File: src/rtl/tripq_pkg.sv
package tripq_pkg;
    typedef enum logic [1:0] {
        FRC_NONE = 2'b00,
        FRC_HIGH = 2'b01,
        FRC_LOW  = 2'b10,
        FRC_HIZ  = 2'b11
    } force_e;

    typedef enum logic {
        ST_ARMED   = 1'b0,
        ST_TRIPPED = 1'b1
    } trip_st_e;

    typedef enum logic {
        FLT_LOW  = 1'b0,
        FLT_HIGH = 1'b1
    } flt_st_e;
endpackage

File: src/rtl/tripq_qual_filter.sv
module tripq_qual_filter
    import tripq_pkg::*;
#(
    parameter int QUAL_LEN = 3
) (
    input  logic clk,
    input  logic rst_n,
    input  logic din,
    output logic qout
);
    localparam int CW = (QUAL_LEN > 2) ? $clog2(QUAL_LEN) : 1;
    localparam logic [CW-1:0] LIM = CW'(QUAL_LEN - 1);

    flt_st_e        st, st_nxt;
    logic [CW-1:0]  cnt, cnt_nxt;

    always_ff @(posedge clk or negedge rst_n) begin
        if (!rst_n) begin
            st  <= FLT_LOW;
            cnt <= '0;
        end else begin
            st  <= st_nxt;
            cnt <= cnt_nxt;
        end
    end

    always_comb begin
        st_nxt  = st;
        cnt_nxt = '0;
        unique case (st)
            FLT_LOW: begin
                if (din) begin
                    if (cnt == LIM) st_nxt = FLT_HIGH;
                    else            cnt_nxt = cnt + 1'b1;
                end
            end
            FLT_HIGH: begin
                if (!din) begin
                    if (cnt == LIM) st_nxt = FLT_LOW;
                    else            cnt_nxt = cnt + 1'b1;
                end
            end
            default: st_nxt = FLT_LOW;
        endcase
    end

    always_comb begin
        qout = (st == FLT_HIGH);
    end
endmodule

File: src/rtl/tripq_latch.sv
module tripq_latch
    import tripq_pkg::*;
#(
    parameter int N_SRC = 2
) (
    input  logic             clk,
    input  logic             rst_n,
    input  logic [N_SRC-1:0] hit,
    input  logic             clr,
    output logic             active,
    output logic [N_SRC-1:0] src
);
    trip_st_e         st, st_nxt;
    logic [N_SRC-1:0] src_q, src_nxt;
    logic             any_hit;

    always_comb any_hit = |hit;

    always_ff @(posedge clk or negedge rst_n) begin
        if (!rst_n) begin
            st    <= ST_ARMED;
            src_q <= '0;
        end else begin
            st    <= st_nxt;
            src_q <= src_nxt;
        end
    end

    always_comb begin
        st_nxt  = st;
        src_nxt = src_q;
        unique case (st)
            ST_ARMED: begin
                if (any_hit) begin
                    st_nxt  = ST_TRIPPED;
                    src_nxt = hit;
                end
            end
            ST_TRIPPED: begin
                if (clr && !any_hit) begin
                    st_nxt  = ST_ARMED;
                    src_nxt = '0;
                end else if (clr) begin
                    src_nxt = hit;
                end else begin
                    src_nxt = src_q | hit;
                end
            end
            default: begin
                st_nxt  = ST_ARMED;
                src_nxt = '0;
            end
        endcase
    end

    always_comb begin
        active = (st == ST_TRIPPED);
        src    = src_q;
    end
endmodule

File: src/rtl/tripq_out_mux.sv
module tripq_out_mux
    import tripq_pkg::*;
(
    input  logic       pwm_in,
    input  logic       active,
    input  logic [1:0] force_sel,
    output logic       out,
    output logic       hiz
);
    force_e fsel;

    always_comb begin
        fsel = force_e'(force_sel);
        out  = pwm_in;
        hiz  = 1'b0;
        if (active) begin
            unique case (fsel)
                FRC_NONE: out = pwm_in;
                FRC_HIGH: out = 1'b1;
                FRC_LOW:  out = 1'b0;
                FRC_HIZ: begin
                    out = 1'b0;
                    hiz = 1'b1;
                end
                default:  out = pwm_in;
            endcase
        end
    end
endmodule

File: src/rtl/tripq_protect.sv
module tripq_protect
    import tripq_pkg::*;
#(
    parameter int N_SRC    = 2,
    parameter int QUAL_LEN = 3
) (
    input  logic             clk,
    input  logic             rst_n,
    input  logic [N_SRC-1:0] cmp_raw,
    input  logic [N_SRC-1:0] cfg_inv,
    input  logic [N_SRC-1:0] cfg_qual_en,
    input  logic [N_SRC-1:0] cfg_trip_en,
    input  logic [1:0]       cfg_force_a,
    input  logic [1:0]       cfg_force_b,
    input  logic             trip_clr,
    input  logic             pwm_a_in,
    input  logic             pwm_b_in,
    output logic             pwm_a_out,
    output logic             pwm_b_out,
    output logic             pwm_a_hiz,
    output logic             pwm_b_hiz,
    output logic             trip_active,
    output logic [N_SRC-1:0] trip_src
);
    localparam int N_OUT = 2;

    logic [N_SRC-1:0] cmp_lvl;
    logic [N_SRC-1:0] cmp_qual;
    logic [N_SRC-1:0] cmp_evt;
    logic [N_SRC-1:0] src_hit;

    logic [N_OUT-1:0] pin_in, pin_out, pin_hiz;
    logic [1:0]       pin_frc [N_OUT];

    always_comb cmp_lvl = cmp_raw ^ cfg_inv;

    for (genvar i = 0; i < N_SRC; i++) begin : g_src
        tripq_qual_filter #(.QUAL_LEN(QUAL_LEN)) u_flt (
            .clk  (clk),
            .rst_n(rst_n),
            .din  (cmp_lvl[i]),
            .qout (cmp_qual[i])
        );
        always_comb cmp_evt[i] = cfg_qual_en[i] ? cmp_qual[i] : cmp_lvl[i];
    end

    always_comb src_hit = cmp_evt & cfg_trip_en;

    tripq_latch #(.N_SRC(N_SRC)) u_latch (
        .clk   (clk),
        .rst_n (rst_n),
        .hit   (src_hit),
        .clr   (trip_clr),
        .active(trip_active),
        .src   (trip_src)
    );

    always_comb begin
        pin_in     = {pwm_b_in, pwm_a_in};
        pin_frc[0] = cfg_force_a;
        pin_frc[1] = cfg_force_b;
    end

    for (genvar k = 0; k < N_OUT; k++) begin : g_out
        tripq_out_mux u_mux (
            .pwm_in   (pin_in[k]),
            .active   (trip_active),
            .force_sel(pin_frc[k]),
            .out      (pin_out[k]),
            .hiz      (pin_hiz[k])
        );
    end

    always_comb begin
        pwm_a_out = pin_out[0];
        pwm_b_out = pin_out[1];
        pwm_a_hiz = pin_hiz[0];
        pwm_b_hiz = pin_hiz[1];
    end
endmodule

File: config.mk
export PLATFORM = sky130hd
export DESIGN_NAME = tripq_protect
export DESIGN_NICKNAME = d
export VERILOG_FILES = /design/src/rtl/tripq_pkg.sv /design/src/rtl/tripq_qual_filter.sv /design/src/rtl/tripq_latch.sv /design/src/rtl/tripq_out_mux.sv /design/src/rtl/tripq_protect.sv
export SDC_FILE = /design/constraint.sdc
export NUM_CORES = 1
export LEC_CHECK = 0
export BUFFER_PORTS_ARGS = -buffer_cell sky130_fd_sc_hd__buf_2
export CORE_AREA = 5 5 42 44
export DETAILED_ROUTE_END_ITERATION = 6
export DIE_AREA = 0 0 47 49
export PLACE_DENSITY = 0.66
export SLEW_MARGIN = 40
export SYNTH_ARGS = -nofsm -noshare
export SYNTH_HDL_FRONTEND = slang
export SYNTH_HIERARCHICAL = 1
export SYNTH_SLANG_ARGS = --single-unit
export TNS_END_PERCENT = 20
File: constraint.sdc
create_clock -name clk -period 1.2 [get_ports clk]
set_clock_uncertainty 0.1 [all_clocks]
set_input_delay 0.06 -clock clk [delete_from_list [all_inputs] [get_ports clk]]
set_output_delay 0.06 -clock clk [all_outputs]
set_load 0.01 [all_outputs]
==> summary.txt <==
STA
  • Period utilization: 103%
  • Rel. slew slack: about four fifths
  • Final Critical Period: 1.23 ns
  • RSZ-0062 raised after global routing: yes
  • Setup TNS: -0.0986 ns
  • Setup violation total in the final timing report: 5
  • Final Slew Violations: 0
  • Final Hold Viols: 0
  • Achievable Freq: 812 MHz
  • Worst-Margin Slew: between 0.2 and 0.3 ns
  • Fin worst setup slack: -0.0322 ns

Pwr
  • Power Total: 1.27 mW
  • Seq pwr share: 42.9%
  • Pleak: 0.336 nW
  • VDD IR-drop max: 700 uV
  • Int Pwr: 860 uW
  • Switching power: 407 uW
  • PwrDens: between 1500 and 2000 mW/mm^2
  • Part of the power in the clock network: 18.4%
  • Comb pwr share: 38.7%
  • Sw Share: 32.1%

Floorplanning
  • IO Count: 24
  • # rows: 14
  • Core ar.: 0.00140 sq mm
  • Die area: about 0.0023 sq mm
  • Chip Height: slightly below 50 um
  • Die X: 47 um
  • Initial core utilization: 32.6%

Placement
  • Post-DP HPWL: 796 um
  • IO Port Bufs: 23
  • Placed insts: 79
  • GPL Wtd Cong: 0.729

Global routing
  • Largest net degree at the start of global routing: 10
  • Gr ovfl total: 0
  • First-pass GRT wire length: a little under 2000 um
  • Antenna violations before repair: 0
  • Vias in the first global route: around 470
  • Global Route Usage Sum: 11.6%

Yosys
  • Register area share after synthesis: 49.3%
  • Async SR Flop Fraction: 100%
  • Main synth FF type: dfrtp_1
  • Synth top area share: about half
  • Mean Syn Cell Area: 11.7 sq um
  • Cells after synthesis: 39
  • Ys Warns: 6
  • Distinct cell type count after synthesis: 16
  • Syn_nets: 56
  • Synth cell count leaders: dfrtp_1 (9), a21oi_1 (4), nand2b_1 (4)
  • Largest area contributor in the netlist: dfrtp_1
  • #FFs+latches synth: 9
  • Post-Syn Area: 457 sq um
  • Post-synth EDFFs: 0
  • Count leader, synth: dfrtp_1
  • Top area cells in the synthesized netlist: dfrtp_1 (49%), mux2_4 (6.6%), nor2b_4 (6.0%), nand2b_1 (5.5%), a21oi_1 (4.4%)

Critical path
  • Buf/Inv on CP: 1
  • CP Class: flop to output port
  • Worst Path Max Fanout: 8
  • Critical path origin: u_latch/active$_DFF_PN0_
  • CP Cell Sequence: a21oi_2 > a21oi_2 > buf_2
  • Flop-to-flop setup slack: -0.01 ns
  • Worst EP required: between 1 and 1.5 ns
  • CP peak stage delay: 0.47 ns
  • Worst path arrival time: approximately 1.1 ns
  • CP most frequent cell: a21oi_2
  • Critical Path Sink Type: output port
  • Critical path's top delay family: flip-flops
  • CP startpoint kind: flop
  • Reg2Reg Launch Point: u_latch/active$_DFF_PN0_
  • Slowest cell on crit path: dfrtp_2

Clock network
  • Clock tree buffer depth: 2
  • H-tree depth: 1
  • TritonCTS clock tree: yes
  • Clock Pin Slew Worst Setup and Hold Paths: 0.06 ns
  • Worst-skew pair later-pin latency: 0.26 ns
  • CTS Sinks: 9
  • Root Buffer: clkbuf_4
  • CTS Buf Count: 3

Finish
  • Final net count: 88
  • Share of post-route cells with drive strength above 1: 54.3%
  • FILL cells: 142
  • P&R area growth vs syn: 47.4%
  • Layout Cells excl Fill: between 80 and 90
  • Ant. Diodes: 0

Run
  • Max-capacitance violation count: 0

Detailed routing
  • WL final: between 1000 and 1500 um
  • Final ANT Viol Nets: 0
  • Post-route DRC: 0
  • 1st-pass router iterations: 4
  • Vias per Instance: 4.80
  • Routed vias: 413
  • DR iter-0 viols: 6
  • Drt wl/cell: ~13 um

Outcome
  • Failing checks: setup timing
  • Status: finished with violations

Min path
  • HP Class: input pin to async pin
worst reg2reg max path, stage by stage (launching register included):
cell and delay (ns):
dfrtp_2 0.47, buf_4 0.17, nand2b_1 0.14, a31o_1 0.21
cell families (layout without fill, tap and decap cells):
logic type | Yosys count | in the layout | synth area share [%]
buffers and inverters | 1 | 32 | 0.821
flip-flops | 9 | 9 | 49.3
AO/OA/AOI/OAI | 9 | 9 | 13.7
XOR/XNOR | 4 | 4 | 7.67
AND/OR/NAND/NOR | 14 | 14 | 21.9
multiplexers | 2 | 2 | 6.58
layer usage:
metal | routed length [um] | vias up | track usage, %
met4 | 20 | 0 | 8.29
met1 | 422 | 192 | 13.3
met2 | 603 | 17 | 17.0
li1 | - | 202 | -
met5 | 0 | - | 0
met3 | 68 | 2 | 4.06
cell usage in the layout (no fill, tap or decap), types with 3 or more instances in the layout:
cell type,instances
dfrtp_1,8
a21oi_2,3
buf_2,23
nand2b_1,4
clkbuf_4,3
final cells by class:
| cell class | count | area [sq um] | area share, % |
|---|---|---|---|
| tap | 16 | 20.0 | 2.97 |
| timing repair buffer | 27 | 150 | 22.3 |
| sequential | 9 | 226 | 33.6 |
| multi-input combinational | 29 | 246 | 36.6 |
| inverter | 1 | 3.75 | 0.558 |
| clock buffer | 4 | 26.3 | 3.90 |
power groups by stage:
| stage | Combinational [mW] | Sequential, mW | Clock (mW) |
|---|---|---|---|
| detailed placement | 0.455 | 0.547 | 0 |
| CTS | 0.481 | 0.538 | 0.241 |
| finish | 0.490 | 0.544 | 0.233 |
| global placement | 0.451 | 0.540 | 0 |
| global route | 0.542 | 0.566 | 0.259 |
| floorplan | 0.295 | 0.544 | 0 |
final timing paths:
kind                                                         to  cells past startpoint
max in group asynchronous              u_latch/active$_DFF_PN0_                      2
min in group clk                     u_latch/src[1]$_DFFE_PN0P_                      3
worst max-delay path                                  pwm_b_out                      3
worst max register to register       u_latch/src[0]$_DFFE_PN0P_                      3
worst min register to register  g_src[1].u_flt/cnt[0]$_DFF_PN0_                      1
worst min-delay path            g_src[0].u_flt/cnt[0]$_DFF_PN0_                      2
timing repair:
| action | 4_1_cts | 5_1_grt |
|---|---|---|
| hold buffers | 2 | 0 |
| setup buffers | 1 | 0 |
| pin swaps | 0 | 2 |
| endpoints found under the setup margin | 4 | 5 |
| gates resized for setup | 1 | 5 |
| endpoints found under the hold margin | 10 | 0 |
stage by stage:
stage | worst slack (ns) | instance area, sq um | hold slack, ns | utilization [%]
finish | -0.0322 | 673 | 0.0807 | 48.0
floorplan | 0.116 | 457 | -0.336 | -
global route | -0.0888 | 673 | 0.0992 | 48.0
CTS | -0.0227 | 654 | 0.0798 | 46.7
detailed placement | 0.0480 | 599 | -0.174 | 42.8
global placement | 0.0611 | 599 | -0.178 | 42.8
Note: power is estimated with default switching activity, not from simulation.
